### src/rtl/twi_wiper_pkg.sv
package twi_wiper_pkg;
    localparam int NUM_CH    = 4;
    localparam int POS_W     = 6;
    localparam int CH_W      = $clog2(NUM_CH);
    localparam int BYTE_W    = CH_W + POS_W;
    localparam int ADDR_W    = 3;
    localparam int CODE_W    = BYTE_W - ADDR_W - 1;
    localparam logic [CODE_W-1:0] DEV_CODE = 4'b0101;
    localparam logic [POS_W-1:0]  RESET_POS = 6'd32;
    localparam int CNT_W     = $clog2(BYTE_W + 1);

    typedef enum logic [2:0] {
        ST_IDLE,
        ST_CTRL,
        ST_CTRL_ACK,
        ST_WR_DATA,
        ST_WR_ACK,
        ST_RD_DATA,
        ST_RD_ACK,
        ST_WAIT
    } bus_state_t;
endpackage

### src/rtl/twi_line_sync.sv
module twi_line_sync #(
    parameter int STAGES = 2
) (
    input  logic clk,
    input  logic rst_n,
    input  logic scl_i,
    input  logic sda_i,
    output logic scl_o,
    output logic scl_rise_o,
    output logic scl_fall_o,
    output logic sda_o,
    output logic start_o,
    output logic stop_o
);
    logic [STAGES-1:0] scl_chain;
    logic [STAGES-1:0] sda_chain;
    logic              scl_prev;
    logic              sda_prev;

    generate
        for (genvar s = 0; s < STAGES; s++) begin : g_stage
            always_ff @(posedge clk or negedge rst_n) begin
                if (!rst_n) begin
                    scl_chain[s] <= 1'b1;
                    sda_chain[s] <= 1'b1;
                end else if (s == 0) begin
                    scl_chain[s] <= scl_i;
                    sda_chain[s] <= sda_i;
                end else begin
                    scl_chain[s] <= scl_chain[s-1];
                    sda_chain[s] <= sda_chain[s-1];
                end
            end
        end
    endgenerate

    always_ff @(posedge clk or negedge rst_n) begin
        if (!rst_n) begin
            scl_prev <= 1'b1;
            sda_prev <= 1'b1;
        end else begin
            scl_prev <= scl_chain[STAGES-1];
            sda_prev <= sda_chain[STAGES-1];
        end
    end

    assign scl_o      = scl_chain[STAGES-1];
    assign sda_o      = sda_chain[STAGES-1];
    assign scl_rise_o = scl_o & ~scl_prev;
    assign scl_fall_o = ~scl_o & scl_prev;
    assign start_o    = scl_o & scl_prev & sda_prev & ~sda_o;
    assign stop_o     = scl_o & scl_prev & ~sda_prev & sda_o;
endmodule

### src/rtl/twi_wiper_bank.sv
module twi_wiper_bank
    import twi_wiper_pkg::*;
(
    input  logic                    clk,
    input  logic                    rst_n,
    input  logic                    wr_en_i,
    input  logic [CH_W-1:0]         wr_ch_i,
    input  logic [POS_W-1:0]        wr_pos_i,
    output logic [NUM_CH*POS_W-1:0] wiper_o
);
    generate
        for (genvar c = 0; c < NUM_CH; c++) begin : g_ch
            always_ff @(posedge clk or negedge rst_n) begin
                if (!rst_n)
                    wiper_o[c*POS_W +: POS_W] <= RESET_POS;
                else if (wr_en_i && wr_ch_i == CH_W'(c))
                    wiper_o[c*POS_W +: POS_W] <= wr_pos_i;
            end
        end
    endgenerate

    AST_WIPER_HOLD: assert property (@(posedge clk) disable iff (!rst_n)
        !wr_en_i |=> $stable(wiper_o));
endmodule

### src/rtl/twi_wiper_slave.sv
module twi_wiper_slave
    import twi_wiper_pkg::*;
(
    input  logic                    clk,
    input  logic                    rst_n,
    input  logic                    scl_i,
    input  logic                    sda_i,
    input  logic [ADDR_W-1:0]       addr_i,
    output logic                    sda_pull_o,
    output logic [NUM_CH*POS_W-1:0] wiper_o
);
    bus_state_t        state, state_nx;
    logic              scl_s, sda_s, scl_rise, scl_fall, start_det, stop_det;
    logic [BYTE_W-1:0] rx_sh, tx_sh;
    logic [CNT_W-1:0]  bit_cnt;
    logic [CH_W-1:0]   rd_ch;
    logic              mack;
    logic              byte_end, ctrl_match, wr_en;

    twi_line_sync #(.STAGES(2)) i_sync (
        .clk(clk), .rst_n(rst_n), .scl_i(scl_i), .sda_i(sda_i),
        .scl_o(scl_s), .scl_rise_o(scl_rise), .scl_fall_o(scl_fall),
        .sda_o(sda_s), .start_o(start_det), .stop_o(stop_det)
    );

    twi_wiper_bank i_bank (
        .clk(clk), .rst_n(rst_n), .wr_en_i(wr_en),
        .wr_ch_i(rx_sh[BYTE_W-1 -: CH_W]), .wr_pos_i(rx_sh[POS_W-1:0]),
        .wiper_o(wiper_o)
    );

    function automatic logic [BYTE_W-1:0] rd_byte(input logic [CH_W-1:0] ch,
                                                  input logic [NUM_CH*POS_W-1:0] w);
        return {ch, w[ch*POS_W +: POS_W]};
    endfunction

    assign byte_end   = scl_fall && (bit_cnt == CNT_W'(BYTE_W));
    assign ctrl_match = (rx_sh[BYTE_W-1 -: CODE_W] == DEV_CODE) &&
                        (rx_sh[ADDR_W:1] == addr_i);
    assign wr_en      = (state == ST_WR_DATA) && byte_end && !start_det && !stop_det;

    // next-state logic
    always_comb begin
        state_nx = state;
        if (start_det)
            state_nx = ST_CTRL;
        else if (stop_det)
            state_nx = ST_IDLE;
        else begin
            unique case (state)
                ST_IDLE:     state_nx = ST_IDLE;
                ST_CTRL:     if (byte_end) state_nx = ctrl_match ? ST_CTRL_ACK : ST_WAIT;
                ST_CTRL_ACK: if (scl_fall) state_nx = rx_sh[0] ? ST_RD_DATA : ST_WR_DATA;
                ST_WR_DATA:  if (byte_end) state_nx = ST_WR_ACK;
                ST_WR_ACK:   if (scl_fall) state_nx = ST_WR_DATA;
                ST_RD_DATA:  if (byte_end) state_nx = ST_RD_ACK;
                ST_RD_ACK:   if (scl_fall) state_nx = mack ? ST_RD_DATA : ST_WAIT;
                ST_WAIT:     state_nx = ST_WAIT;
                default:     state_nx = ST_IDLE;
            endcase
        end
    end

    // state register
    always_ff @(posedge clk or negedge rst_n) begin
        if (!rst_n) state <= ST_IDLE;
        else        state <= state_nx;
    end

    // outputs and datapath
    always_ff @(posedge clk or negedge rst_n) begin
        if (!rst_n) begin
            sda_pull_o <= 1'b0;
            bit_cnt    <= '0;
            rx_sh      <= '0;
            tx_sh      <= '0;
            rd_ch      <= '0;
            mack       <= 1'b0;
        end else if (start_det || stop_det) begin
            sda_pull_o <= 1'b0;
            bit_cnt    <= '0;
        end else begin
            unique case (state)
                ST_CTRL, ST_WR_DATA: begin
                    if (scl_rise) begin
                        rx_sh   <= {rx_sh[BYTE_W-2:0], sda_s};
                        bit_cnt <= bit_cnt + 1'b1;
                    end else if (byte_end) begin
                        bit_cnt    <= '0;
                        sda_pull_o <= (state == ST_WR_DATA) || ctrl_match;
                    end
                end
                ST_CTRL_ACK: begin
                    if (scl_fall) begin
                        if (rx_sh[0]) begin
                            rd_ch      <= '0;
                            tx_sh      <= rd_byte('0, wiper_o);
                            sda_pull_o <= ~rd_byte('0, wiper_o)[BYTE_W-1];
                        end else begin
                            sda_pull_o <= 1'b0;
                        end
                    end
                end
                ST_WR_ACK: begin
                    if (scl_fall) sda_pull_o <= 1'b0;
                end
                ST_RD_DATA: begin
                    if (scl_rise) begin
                        bit_cnt <= bit_cnt + 1'b1;
                    end else if (byte_end) begin
                        bit_cnt    <= '0;
                        sda_pull_o <= 1'b0;
                    end else if (scl_fall) begin
                        tx_sh      <= {tx_sh[BYTE_W-2:0], 1'b0};
                        sda_pull_o <= ~tx_sh[BYTE_W-2];
                    end
                end
                ST_RD_ACK: begin
                    if (scl_rise) begin
                        mack <= ~sda_s;
                    end else if (scl_fall && mack) begin
                        rd_ch      <= rd_ch + 1'b1;
                        tx_sh      <= rd_byte(rd_ch + 1'b1, wiper_o);
                        sda_pull_o <= ~rd_byte(rd_ch + 1'b1, wiper_o)[BYTE_W-1];
                    end
                end
                ST_IDLE, ST_WAIT: sda_pull_o <= 1'b0;
                default:          sda_pull_o <= 1'b0;
            endcase
        end
    end

    AST_PULL_SCL_LOW: assert property (@(posedge clk) disable iff (!rst_n)
        (scl_s && $past(scl_s)) |-> $stable(sda_pull_o));
    AST_CTRL_ACK_MATCH: assert property (@(posedge clk) disable iff (!rst_n)
        (state == ST_CTRL_ACK) |-> ctrl_match);
    AST_RELEASED_WHEN_IDLE: assert property (@(posedge clk) disable iff (!rst_n)
        (state == ST_IDLE || state == ST_WAIT) |-> !sda_pull_o);
    AST_BIT_CNT_RANGE: assert property (@(posedge clk) disable iff (!rst_n)
        bit_cnt <= CNT_W'(BYTE_W));
    AST_START_RESTARTS: assert property (@(posedge clk) disable iff (!rst_n)
        start_det |=> (state == ST_CTRL && bit_cnt == '0));
endmodule

### config.mk
export PLATFORM = sky130hd
export DESIGN_NAME = twi_wiper_slave
export DESIGN_NICKNAME = d
export VERILOG_FILES = /design/src/rtl/twi_wiper_pkg.sv /design/src/rtl/twi_line_sync.sv /design/src/rtl/twi_wiper_bank.sv /design/src/rtl/twi_wiper_slave.sv
export SDC_FILE = /design/constraint.sdc
export NUM_CORES = 1
export LEC_CHECK = 0
export CAP_MARGIN = 30
export CORE_MARGIN = 2
export CORE_UTILIZATION = 39
export DETAILED_ROUTE_END_ITERATION = 12
export MAX_ROUTING_LAYER = met4
export SYNTH_ARGS = -nofsm -noshare
export SYNTH_HDL_FRONTEND = slang
export SYNTH_HIERARCHICAL = 1
export SYNTH_SLANG_ARGS = --single-unit
### constraint.sdc
create_clock -name clk -period 3.32 [get_ports clk]
set_clock_uncertainty 0.15 [all_clocks]
set_input_delay 0.498 -clock clk [delete_from_list [all_inputs] [get_ports clk]]
set_output_delay 0.498 -clock clk [all_outputs]
set_load 0.02 [all_outputs]
==> impl_metrics.tcl <==
set metrics [dict create \
    placed_area_um2 3300 \
    hold_buffers 0 \
    setup_viol 0 \
    antenna_cells_inserted 0 \
    crit_path_cell_trace "nor2b_1 > buf_4 > and4b_4 > and4_1 > nor3b_4 > mux2_2" \
    cts_sinks 56 \
    synthesis.instances 242 \
    power.switching_fraction_pct 33.7 \
    ys_types 53 \
    gpl.final_weighted_congestion 0.863 \
    max-slew-margin-rel_pct 52.7 \
    syn_avg_cell_area_um2 12.0 \
    layout-area-overhead-vs-synth_pct 18.2 \
    grt_setup_unrepaired "no" \
    hpwlAfterDp_um 4310 \
    antenna_violating_nets_post_route 0 \
    io_pins 32 \
    power.density_cell_area_nw_per_um2 589 \
    cts_inserted_buffers 5 \
    layout-drive-gt1-share_pct 28.7 \
    overflow 0 \
    hold_path_class "in2async" \
    drt-total-wl_um 6330 \
    mostFrequentLayoutCells "sky130_fd_sc_hd__dfrtp_1, sky130_fd_sc_hd__mux2_2, sky130_fd_sc_hd__clkdlybuf4s50_1" \
    path_delay_family "simple AND/OR/NAND/NOR gates" \
    worstReg2RegStart "i_sync/scl_prev" \
    timing.reg2reg.worst_path_depth 6 \
    cts_resized 0 \
    first_global_vias 2018 \
    cp-start-kind "register" \
    finish.net_count 280 \
    grt_first_pass_wirelength_um 10900 \
    p_leak_nw 1.49 \
    synth.net_count 251 \
    worstPathArrival_ns 2.58 \
    critPathSlowestCell "sky130_fd_sc_hd__dfstp_2" \
    worstSetupPathType "reg2reg" \
    synth.top_cells.by_area "sky130_fd_sc_hd__dfrtp_1, sky130_fd_sc_hd__mux2_2, sky130_fd_sc_hd__dfstp_2" \
    track_usage_pct 17.0 \
    critical_path.reg2reg.endpoint "i_bank/wiper_o[2]" \
    synth_ff_type "sky130_fd_sc_hd__dfrtp_1" \
    clkTransAtPathRegs_ns 0.10 \
    top_cell_type_s_share_of_synthesized_area_pct 39.7 \
    timing.critical_path.slowest_cell_delay_ns 0.56 \
    bufs_and_invs_on_worst_path 1 \
    critical_path.endpoint_type "register" \
    die_x_um 90.2 \
    timing.final.max_slew_violations 0 \
    num_rows 31 \
    ctsLongestPathBuffers 2 \
    detail_route.wl_per_cell_um 17.1 \
    number_of_synthesized_flops_with_an_enable_pin 0 \
    die_height_um 90.2 \
    first_pass_iters 4 \
    cts_max_level 2 \
    period_minus_slack_ns 2.53 \
    p_sw_mw 0.681 \
    yosys_register_bits 56 \
    layout.cells.most_common "sky130_fd_sc_hd__dfrtp_1" \
    place_ws_ns 0.801 \
    initial_antenna_violation_count 0 \
    setup_ws_ns 0.788 \
    netlist_area_um2 2900 \
    worst-r2r-setup-slack_ns 0.79 \
    coreArea_um2 7210 \
    synthArstFlopShare_pct 100 \
    cts_tree "built" \
    power_frac_comb_pct 26.8 \
    synth_warnings 6 \
    worst-slew-pin-transition_ns 0.709 \
    grt_max_degree 57 \
    worstPathRequired_ns 3.37 \
    max_cap_viol_count 0 \
    insertion_delay_ns 0.31 \
    fin_tns_setup_ns 0 \
    clockRootBuffer "sky130_fd_sc_hd__clkbuf_8" \
    hold_viol 0 \
    clock_share_of_power_pct 24.3 \
    port_buffers 31 \
    floorplan.initialDensity_pct 40.2 \
    vdd_drop_max_v 0.000268 \
    drc 0 \
    fp.dieArea_um2 8140 \
    layout.cell_area.non_filler_um2 3430 \
    synth_top_cell_by_area "sky130_fd_sc_hd__dfrtp_1" \
    power_frac_seq_pct 48.9 \
    crit_fanout 11 \
    number_of_vias_per_cell 5.38 \
    cellInternalPower_mw 1.34 \
    timing.fmax_ghz 0.395 \
    cts_post_setup_buffers_inserted 0 \
    period_share_pct 76.3 \
    synth.yosys.seq_area_share_pct 48.8 \
    vias 1997 \
    detail_route.iter0.violations 139 \
    outcome "complete, no violations" \
]
-- metrics by stage --
stage               cells  power, mW  hold slack, ns  utilization (%)
finish                371       2.02           0.148             47.5
global route          371       2.15           0.221             47.5
CTS                   371       2.04           0.193             47.5
detailed placement    363       1.54           0.199             45.8
global placement      363       1.54           0.196             45.8
floorplan             242       1.38          0.0524                -
-- flip-flops by register name, indices dropped and copies added (netlist names) --
signal,flops
tx_sh,7
i_sync/scl_o,1
rx_sh,8
sda_pull_o,1
i_sync/scl_chain,1
bit_cnt,4
i_sync/scl_prev,1
mack,1
i_bank/wiper_o,24
i_sync/sda_o,1
i_sync/sda_prev,1
state,3
rd_ch,2
i_sync/sda_chain,1
-- cell usage after synthesis (all sizes together) (3+ instances only) --
master,n
dfrtp,46
mux2,40
a21oi,18
dfstp,10
buf,9
nand2,9
nand3,9
o21ai,9
nor2,8
inv,7
o22ai,7
clkbuf,6
mux4,6
nand3b,5
xnor2,4
and3b,3
and4b,3
nand2b,3
nor2b,3
o211ai,3
-- how the worst max path moves through the flow --
stage	startpoint	end	slack (ns)	cells past startpoint
4_1_cts	i_sync/scl_prev	i_bank/wiper_o[0]	0.79	6
3_5_place_dp	i_sync/scl_prev	i_bank/wiper_o[0]	0.80	6
3_3_place_gp	i_sync/scl_prev	i_bank/wiper_o[4]	0.86	6
5_1_grt	i_sync/scl_prev	i_bank/wiper_o[1]	0.63	6
6_report	i_sync/scl_prev	i_bank/wiper_o[2]	0.79	6
2_1_floorplan	i_sync/sda_o	i_bank/wiper_o[0]	0.96	5
-- worst reg2reg max path: cells and delay by family (launching register included) --
kind                   cells  cell delay, ns
and+or+nand+nor            4            1.16
DFF                        1            0.56
muxes                      1            0.38
buffers and inverters      1            0.17
-- cell families after synthesis --
kind of cell	Yosys count	synth area share, %
buffers and inverters	22	3.41
and+or+nand+nor	55	12.3
adders and majority gates	2	0.863
muxes	48	20.9
DFF	56	48.8
xor gates and xnor gates	6	1.81
AOI/OAI and AO/OA	53	12.0
-- layer usage --
metal / track usage [%] / up-vias / part of all wire [%]
met3: 2.93 / 4 / 3.0
met5: - / - / 0
met4: 3.59 / 0 / 0.65
met2: 27.0 / 35 / 49
met1: 23.0 / 997 / 48
li1: - / 961 / -
-- final cells by class --
| cell class | count | area [um^2] |
|---|---|---|
| fillers | 695 | 3790 |
| flip-flops and latches | 56 | 1410 |
| multi-input cells | 164 | 1390 |
| repair buffers | 37 | 350 |
| well taps | 99 | 124 |
| clock buffers | 7 | 96.3 |
| clock inverters | 1 | 30.0 |
| inverters | 7 | 26.3 |
-- power by group through the flow --
stage	sequential, mW	clock [mW]	combinational, mW
after floorplan	0.928	0	0.449
after global placement	1.00	0	0.535
after detailed placement	1.00	0	0.540
after CTS	0.990	0.507	0.547
after global routing	1.02	0.528	0.603
final	0.988	0.490	0.542
(Power assumes the default switching activity.)
